File: config.mk
export PLATFORM = sky130hd
export DESIGN_NAME = rst_sequencer
export DESIGN_NICKNAME = d
export VERILOG_FILES = /design/src/rtl/rstseq_pkg.sv /design/src/rtl/rs_bod_qual.sv /design/src/rtl/rs_len_decode.sv /design/src/rtl/rs_cause_reg.sv /design/src/rtl/rst_sequencer.sv
export SDC_FILE = /design/constraint.sdc
export NUM_CORES = 1
export LEC_CHECK = 0
export BUFFER_PORTS_ARGS = -buffer_cell sky130_fd_sc_hd__buf_2
export CAP_MARGIN = 20
export CELL_PAD_IN_SITES_DETAIL_PLACEMENT = 1
export CELL_PAD_IN_SITES_GLOBAL_PLACEMENT = 1
export CORE_MARGIN = 2
export CORE_UTILIZATION = 47
export CTS_BUF_LIST = sky130_fd_sc_hd__clkbuf_4 sky130_fd_sc_hd__clkbuf_8
export CTS_CLUSTER_SIZE = 8
export DETAILED_ROUTE_END_ITERATION = 7
export PLACE_DENSITY = 0.9
export SLEW_MARGIN = 20
export SYNTH_ARGS = -nofsm -noshare
export SYNTH_HDL_FRONTEND = slang
export SYNTH_SLANG_ARGS = --single-unit
File: constraint.sdc
create_clock -name clk -period 4.7 [get_ports clk]
set_clock_uncertainty 0.1 [all_clocks]
set_input_delay 0.47 -clock clk [delete_from_list [all_inputs] [get_ports clk]]
set_output_delay 0.47 -clock clk [all_outputs]
set_load 0.02 [all_outputs]
File: src/rtl/rstseq_pkg.sv
package rstseq_pkg;
  typedef enum logic [2:0] {
    PH_ARM  = 3'd0,
    PH_RT   = 3'd1,
    PH_CK   = 3'd2,
    PH_RUN  = 3'd3,
    PH_WAKE = 3'd4
  } phase_t;
endpackage

File: src/rtl/rs_bod_qual.sv
module rs_bod_qual #(
  parameter int QUAL = 8
) (
  input  logic clk,
  input  logic por_low,
  input  logic bod_low,
  input  logic bod_en,
  input  logic wdo_tick,
  output logic bod_hit
);
  localparam int QW = $clog2(QUAL + 1);
  logic [QW-1:0] cnt;
  logic          low_q;

  assign low_q = bod_low & bod_en;

  // counts slow ticks while brown-out persists, saturates at QUAL
  always_ff @(posedge clk or posedge por_low) begin
    if (por_low)                                 cnt <= '0;
    else if (!low_q)                             cnt <= '0;
    else if (wdo_tick && cnt != QW'(QUAL))       cnt <= cnt + QW'(1);
  end

  assign bod_hit = low_q && (cnt == QW'(QUAL));
endmodule

File: src/rtl/rs_len_decode.sv
module rs_len_decode #(
  parameter int CW          = 16,
  parameter int RT_SHORT_LO = 256,
  parameter int RT_SHORT_HI = 1024,
  parameter int RT_LONG_LO  = 4096,
  parameter int RT_LONG_HI  = 16384,
  parameter int CK_0        = 6,
  parameter int CK_1        = 1024,
  parameter int CK_2        = 16384,
  parameter int CK_3        = 32768
) (
  input  logic [3:0]    cksel,
  input  logic          slow_lvl,
  output logic [CW-1:0] rt_len,
  output logic [CW-1:0] ck_len
);
  always_comb begin
    case (cksel[3:2])
      2'b00:   rt_len = '0;
      2'b01:   rt_len = slow_lvl ? CW'(RT_SHORT_HI) : CW'(RT_SHORT_LO);
      default: rt_len = slow_lvl ? CW'(RT_LONG_HI)  : CW'(RT_LONG_LO);
    endcase
    case (cksel[1:0])
      2'b00:   ck_len = CW'(CK_0);
      2'b01:   ck_len = CW'(CK_1);
      2'b10:   ck_len = CW'(CK_2);
      default: ck_len = CW'(CK_3);
    endcase
  end
endmodule

File: src/rtl/rs_cause_reg.sv
module rs_cause_reg #(
  parameter int NSRC = 4
) (
  input  logic            clk,
  input  logic            por_low,
  input  logic [NSRC-1:0] set_vec,
  input  logic            wr,
  input  logic [NSRC-1:0] wmask,
  output logic [NSRC-1:0] flags
);
  logic [NSRC-1:0] kept;

  assign kept = wr ? (flags & wmask) : flags;

  // power-on leaves only its own bit; sets win over a clearing write
  always_ff @(posedge clk or posedge por_low) begin
    if (por_low) flags <= NSRC'(1);
    else         flags <= kept | set_vec;
  end
endmodule

File: src/rtl/rst_sequencer.sv
module rst_sequencer #(
  parameter int BOD_QUAL    = 8,
  parameter int RT_SHORT_LO = 256,
  parameter int RT_SHORT_HI = 1024,
  parameter int RT_LONG_LO  = 4096,
  parameter int RT_LONG_HI  = 16384,
  parameter int CK_0        = 6,
  parameter int CK_1        = 1024,
  parameter int CK_2        = 16384,
  parameter int CK_3        = 32768,
  parameter int STAT_W      = 8
) (
  input  logic              clk,
  input  logic              por_low,
  input  logic              pin_low,
  input  logic              wdt_pulse,
  input  logic              bod_low,
  input  logic              bod_en,
  input  logic              wdo_tick,
  input  logic              clk_tick,
  input  logic [3:0]        cksel,
  input  logic              slow_lvl,
  input  logic              wake_req,
  input  logic              stat_wr,
  input  logic [STAT_W-1:0] stat_wdata,
  output logic              rst_out,
  output logic              wake_hold,
  output logic [STAT_W-1:0] stat
);
  import rstseq_pkg::*;

  localparam int NSRC = 4;
  localparam int MAXL = (RT_LONG_HI > CK_3) ? RT_LONG_HI : CK_3;
  localparam int CW   = $clog2(MAXL + 1);

  phase_t          phase;
  logic [CW-1:0]   cnt;
  logic [CW-1:0]   rt_len;
  logic [CW-1:0]   ck_len;
  logic            bod_hit;
  logic            src;
  logic [NSRC-1:0] flags;
  logic [NSRC-1:0] set_vec;

  rs_bod_qual #(.QUAL(BOD_QUAL)) u_bod (
    .clk(clk), .por_low(por_low), .bod_low(bod_low), .bod_en(bod_en),
    .wdo_tick(wdo_tick), .bod_hit(bod_hit)
  );

  rs_len_decode #(
    .CW(CW), .RT_SHORT_LO(RT_SHORT_LO), .RT_SHORT_HI(RT_SHORT_HI),
    .RT_LONG_LO(RT_LONG_LO), .RT_LONG_HI(RT_LONG_HI),
    .CK_0(CK_0), .CK_1(CK_1), .CK_2(CK_2), .CK_3(CK_3)
  ) u_dec (
    .cksel(cksel), .slow_lvl(slow_lvl), .rt_len(rt_len), .ck_len(ck_len)
  );

  assign set_vec = {wdt_pulse, bod_hit, pin_low, 1'b0};

  rs_cause_reg #(.NSRC(NSRC)) u_cause (
    .clk(clk), .por_low(por_low), .set_vec(set_vec), .wr(stat_wr),
    .wmask(stat_wdata[NSRC-1:0]), .flags(flags)
  );

  assign src = pin_low | bod_hit | wdt_pulse;

  always_ff @(posedge clk or posedge por_low) begin
    if (por_low) begin
      phase <= PH_ARM;
      cnt   <= '0;
    end else if (src) begin
      phase <= PH_ARM;
      cnt   <= '0;
    end else begin
      case (phase)
        PH_ARM: begin
          phase <= (rt_len == '0) ? PH_CK : PH_RT;
          cnt   <= '0;
        end
        PH_RT: if (wdo_tick) begin
          if (cnt == rt_len - CW'(1)) begin
            phase <= PH_CK;
            cnt   <= '0;
          end else cnt <= cnt + CW'(1);
        end
        PH_CK: if (clk_tick) begin
          if (cnt == ck_len - CW'(1)) begin
            phase <= PH_RUN;
            cnt   <= '0;
          end else cnt <= cnt + CW'(1);
        end
        PH_RUN: if (wake_req) begin
          phase <= PH_WAKE;
          cnt   <= '0;
        end
        PH_WAKE: if (clk_tick) begin
          if (cnt == ck_len - CW'(1)) begin
            phase <= PH_RUN;
            cnt   <= '0;
          end else cnt <= cnt + CW'(1);
        end
        default: begin
          phase <= PH_ARM;
          cnt   <= '0;
        end
      endcase
    end
  end

  assign rst_out   = por_low | src | ((phase != PH_RUN) && (phase != PH_WAKE));
  assign wake_hold = (phase == PH_WAKE);
  assign stat      = {{(STAT_W-NSRC){1'b0}}, flags};
endmodule

==> impl_metrics.toml <==
[timing]
max_slew_margin = 0.5633
report.final.slew_viol_count = 0
setup_violations = 0
fin_crit_sh = 0.5862
layout_setup_ws_ns = 1.945
rsz0062_at_grt = "false"
setup_tns_ns = 0
finalHoldViolCount = 0
clock.fmax_mhz = 363.0
tightest_slew_ns = 0.6500
period_minus_slack_ns = 2.755
hold_slack_ns = 0.1452

[global_routing]
grt_usage = 0.2459
antenna_found_initial = 0
grt_pass1_vias = 1710
grt_pass1_wl_um = 8135
gr-total-overflow = 0
grt_max_degree = 28

[floorplanning]
num_io_pins = 33
die_w_um = 66.54
rows = 22
fp.dieH_um = 66.54
fp.dieArea_mm2 = 0.004427
initial_core_util = 0.4946
coreArea_mm2 = 0.003716

[cts]
cts_max_path_buffers = 2
ctsHtreeMaxLevel = 1
tritoncts = "done"
cts.repair.resized = 0
cts_setup_buffers = 0
cts.sinks = 27
clk_latency_ns = 0.28
cts_hold_buffers = 0
root_buffer = "clkbuf_8"
numCtsBuffers = 3
clkTransAtPathRegs_ns = 0.10

[place]
place_congestion = 0.8111
pre_cts_slack_ns = 1.770
post-dp-hpwl_um = 3446
portBuffers = 24
place_inst = 265

[routing]
drt_iter0_markers = 97
via_per_inst = 5.967
antenna_left = 0
vias = 1605
dr.pass1.iters = 4
routedWlPerCell_um = 17.81
post-route-drc-count = 0
wirelength_um = 4791

[power_and_ir_drop]
ir_drop_mv = 0.1176
p_comb_frac = 0.168
powerDensity_mw_per_mm2 = 231.0
p_sw_mw = 0.1402
p_seq_frac = 0.532
power.share.clock = 0.299
p_leak_nw = 0.8509
sw_frac_of_total = 0.2992
p_int_mw = 0.3285

[synth]
synth_seq_area_share = 0.3683
syn_avg_cell_area_um2 = 9.144
syn_inst = 201
syn-cell-area_mm2 = 0.001838
async_flop_share = 1.000
synth-edff-count = 0
ys_ff_latch = 27
ys_types = 48
ys.flop_type = "dfrtp_1"
synth_warnings = 0

[finish]
final_cell_mix = "dfrtp_1, buf_2, a21oi_1"
syn_to_final_growth_pct = 10.42
layout_commonest_cell = "dfrtp_1"
instances_no_fill = 269
multi_input_area_mm2 = 0.001075
seqCellArea_um2 = 676.9
drive_above_1_share = 0.1810
nFillCells = 453
num_antenna_cells = 0
nNetsFinal = 251

[critical_path]
timing.rr.end = "phase[2]"
end_kind = "register"
critical_path_buf_inv_count = 0
critPathKind = "register to register"
cp_max_fo = 16
cp_cell_sequence = "nand2_1 > or4_1 > a2111o_1 > a21oi_4 > mux2_4"
worstSetupStartpointType = "register"
rr_worst_depth = 5
cpMaxStageDelayCell = "dfrtp_1"
crit_path_max_incr_delay_ns = 0.54
crit_required_ns = 4.78
critPathTopFamily = "compound AO/OA/AOI/OAI gates"
cp.arrival_ns = 2.83
rrSetupSlack_ns = 1.95
path_depth = 5
reg2reg_from = "cnt[9]"

[flow_run]
max_cap_viol_count = 0

[worst_hold_path]
hold_class = "primary input to async pin"

[status]
status = "finished, final reports clean"
routing by layer:
metal / track usage / vias up / part of all wire / wire (um)
met5: 0 / - / 0 / 0
met4: 0.1071 / 0 / 0.024 / 116
met3: 0.02534 / 9 / 0.032 / 152
met2: 0.4313 / 36 / 0.51 / 2428
met1: 0.3041 / 796 / 0.44 / 2092
li1: - / 764 / - / -
worst max path at each step:
stage               startpoint  endpoint  slack (ns)
floorplan             slow_lvl    cnt[0]        2.30
global placement      cksel[1]  phase[2]        1.90
detailed placement    cksel[3]  phase[0]        1.77
CTS                     cnt[9]  phase[2]        1.98
global route            cnt[9]  phase[2]        1.84
finish                  cnt[9]  phase[2]        1.95
sequential cells by signal, summed over array words and instances, names as in the netlist:
signal,count
cnt,16
u_bod.cnt,4
phase,3
u_cause.flags,4
Yosys cell counts, drive strengths merged (2+ instances only):
master	number	area, um^2
nor2	12	45.04
and3	4	26.28
nand2	11	41.29
or3	2	12.51
o211ai	5	37.54
a2111oi	2	23.77
o2111ai	5	43.79
xnor2	5	43.79
mux2i	4	40.04
o31ai	2	15.01
o21ai	10	50.04
inv	7	26.28
o21a	2	15.01
ha	6	75.07
nor3b	3	22.52
nor3	5	25.02
a21oi	22	121.4
nor2b	4	25.02
nand3	2	10.01
dfrtp	26	650.6
nor4	3	18.77
buf	6	46.29
nand4	3	18.77
nor4b	2	17.52
xor2	17	148.9
nand2b	5	31.28
and4	4	35.03
clkbuf	8	30.03
area by class of cell:
type / count / area share
repair buffers: 27 / 0.07028
well taps: 48 / 0.02959
flip-flops and latches: 27 / 0.3335
clock buffers: 3 / 0.02035
multi-input cells: 156 / 0.5296
inverters: 7 / 0.01295
clock inverters: 1 / 0.003699
logic make-up (layout without fill, tap and decap cells):
kind of cell	Yosys count	in the layout	synth area share
AOI/OAI and AO/OA	55	55	0.2029
xor gates and xnor gates	22	22	0.1048
adders and majority gates	6	6	0.04084
buffers and inverters	21	38	0.05582
DFF	27	27	0.3683
muxes	5	5	0.02995
other	1	4	0.002040
and+or+nand+nor	64	64	0.1954
power by group through the flow:
stage / clock network [mW] / logic (mW) / registers, mW
final: 0.140 / 0.0789 / 0.250
after global routing: 0.152 / 0.0876 / 0.251
after CTS: 0.144 / 0.0794 / 0.250
after detailed placement: 0 / 0.0769 / 0.254
after global placement: 0 / 0.0712 / 0.253
after floorplan: 0 / 0.0554 / 0.250
stage by stage:
stage	util	area [um^2]	total power, mW
2_1_floorplan	-	1849	0.3055
3_5_place_dp	0.5330	1981	0.3308
6_report	0.5461	2029	0.4687
3_3_place_gp	0.5330	1981	0.3247
4_1_cts	0.5461	2029	0.4725
5_1_grt	0.5461	2029	0.4903
Power figures use the tool's default switching activity.
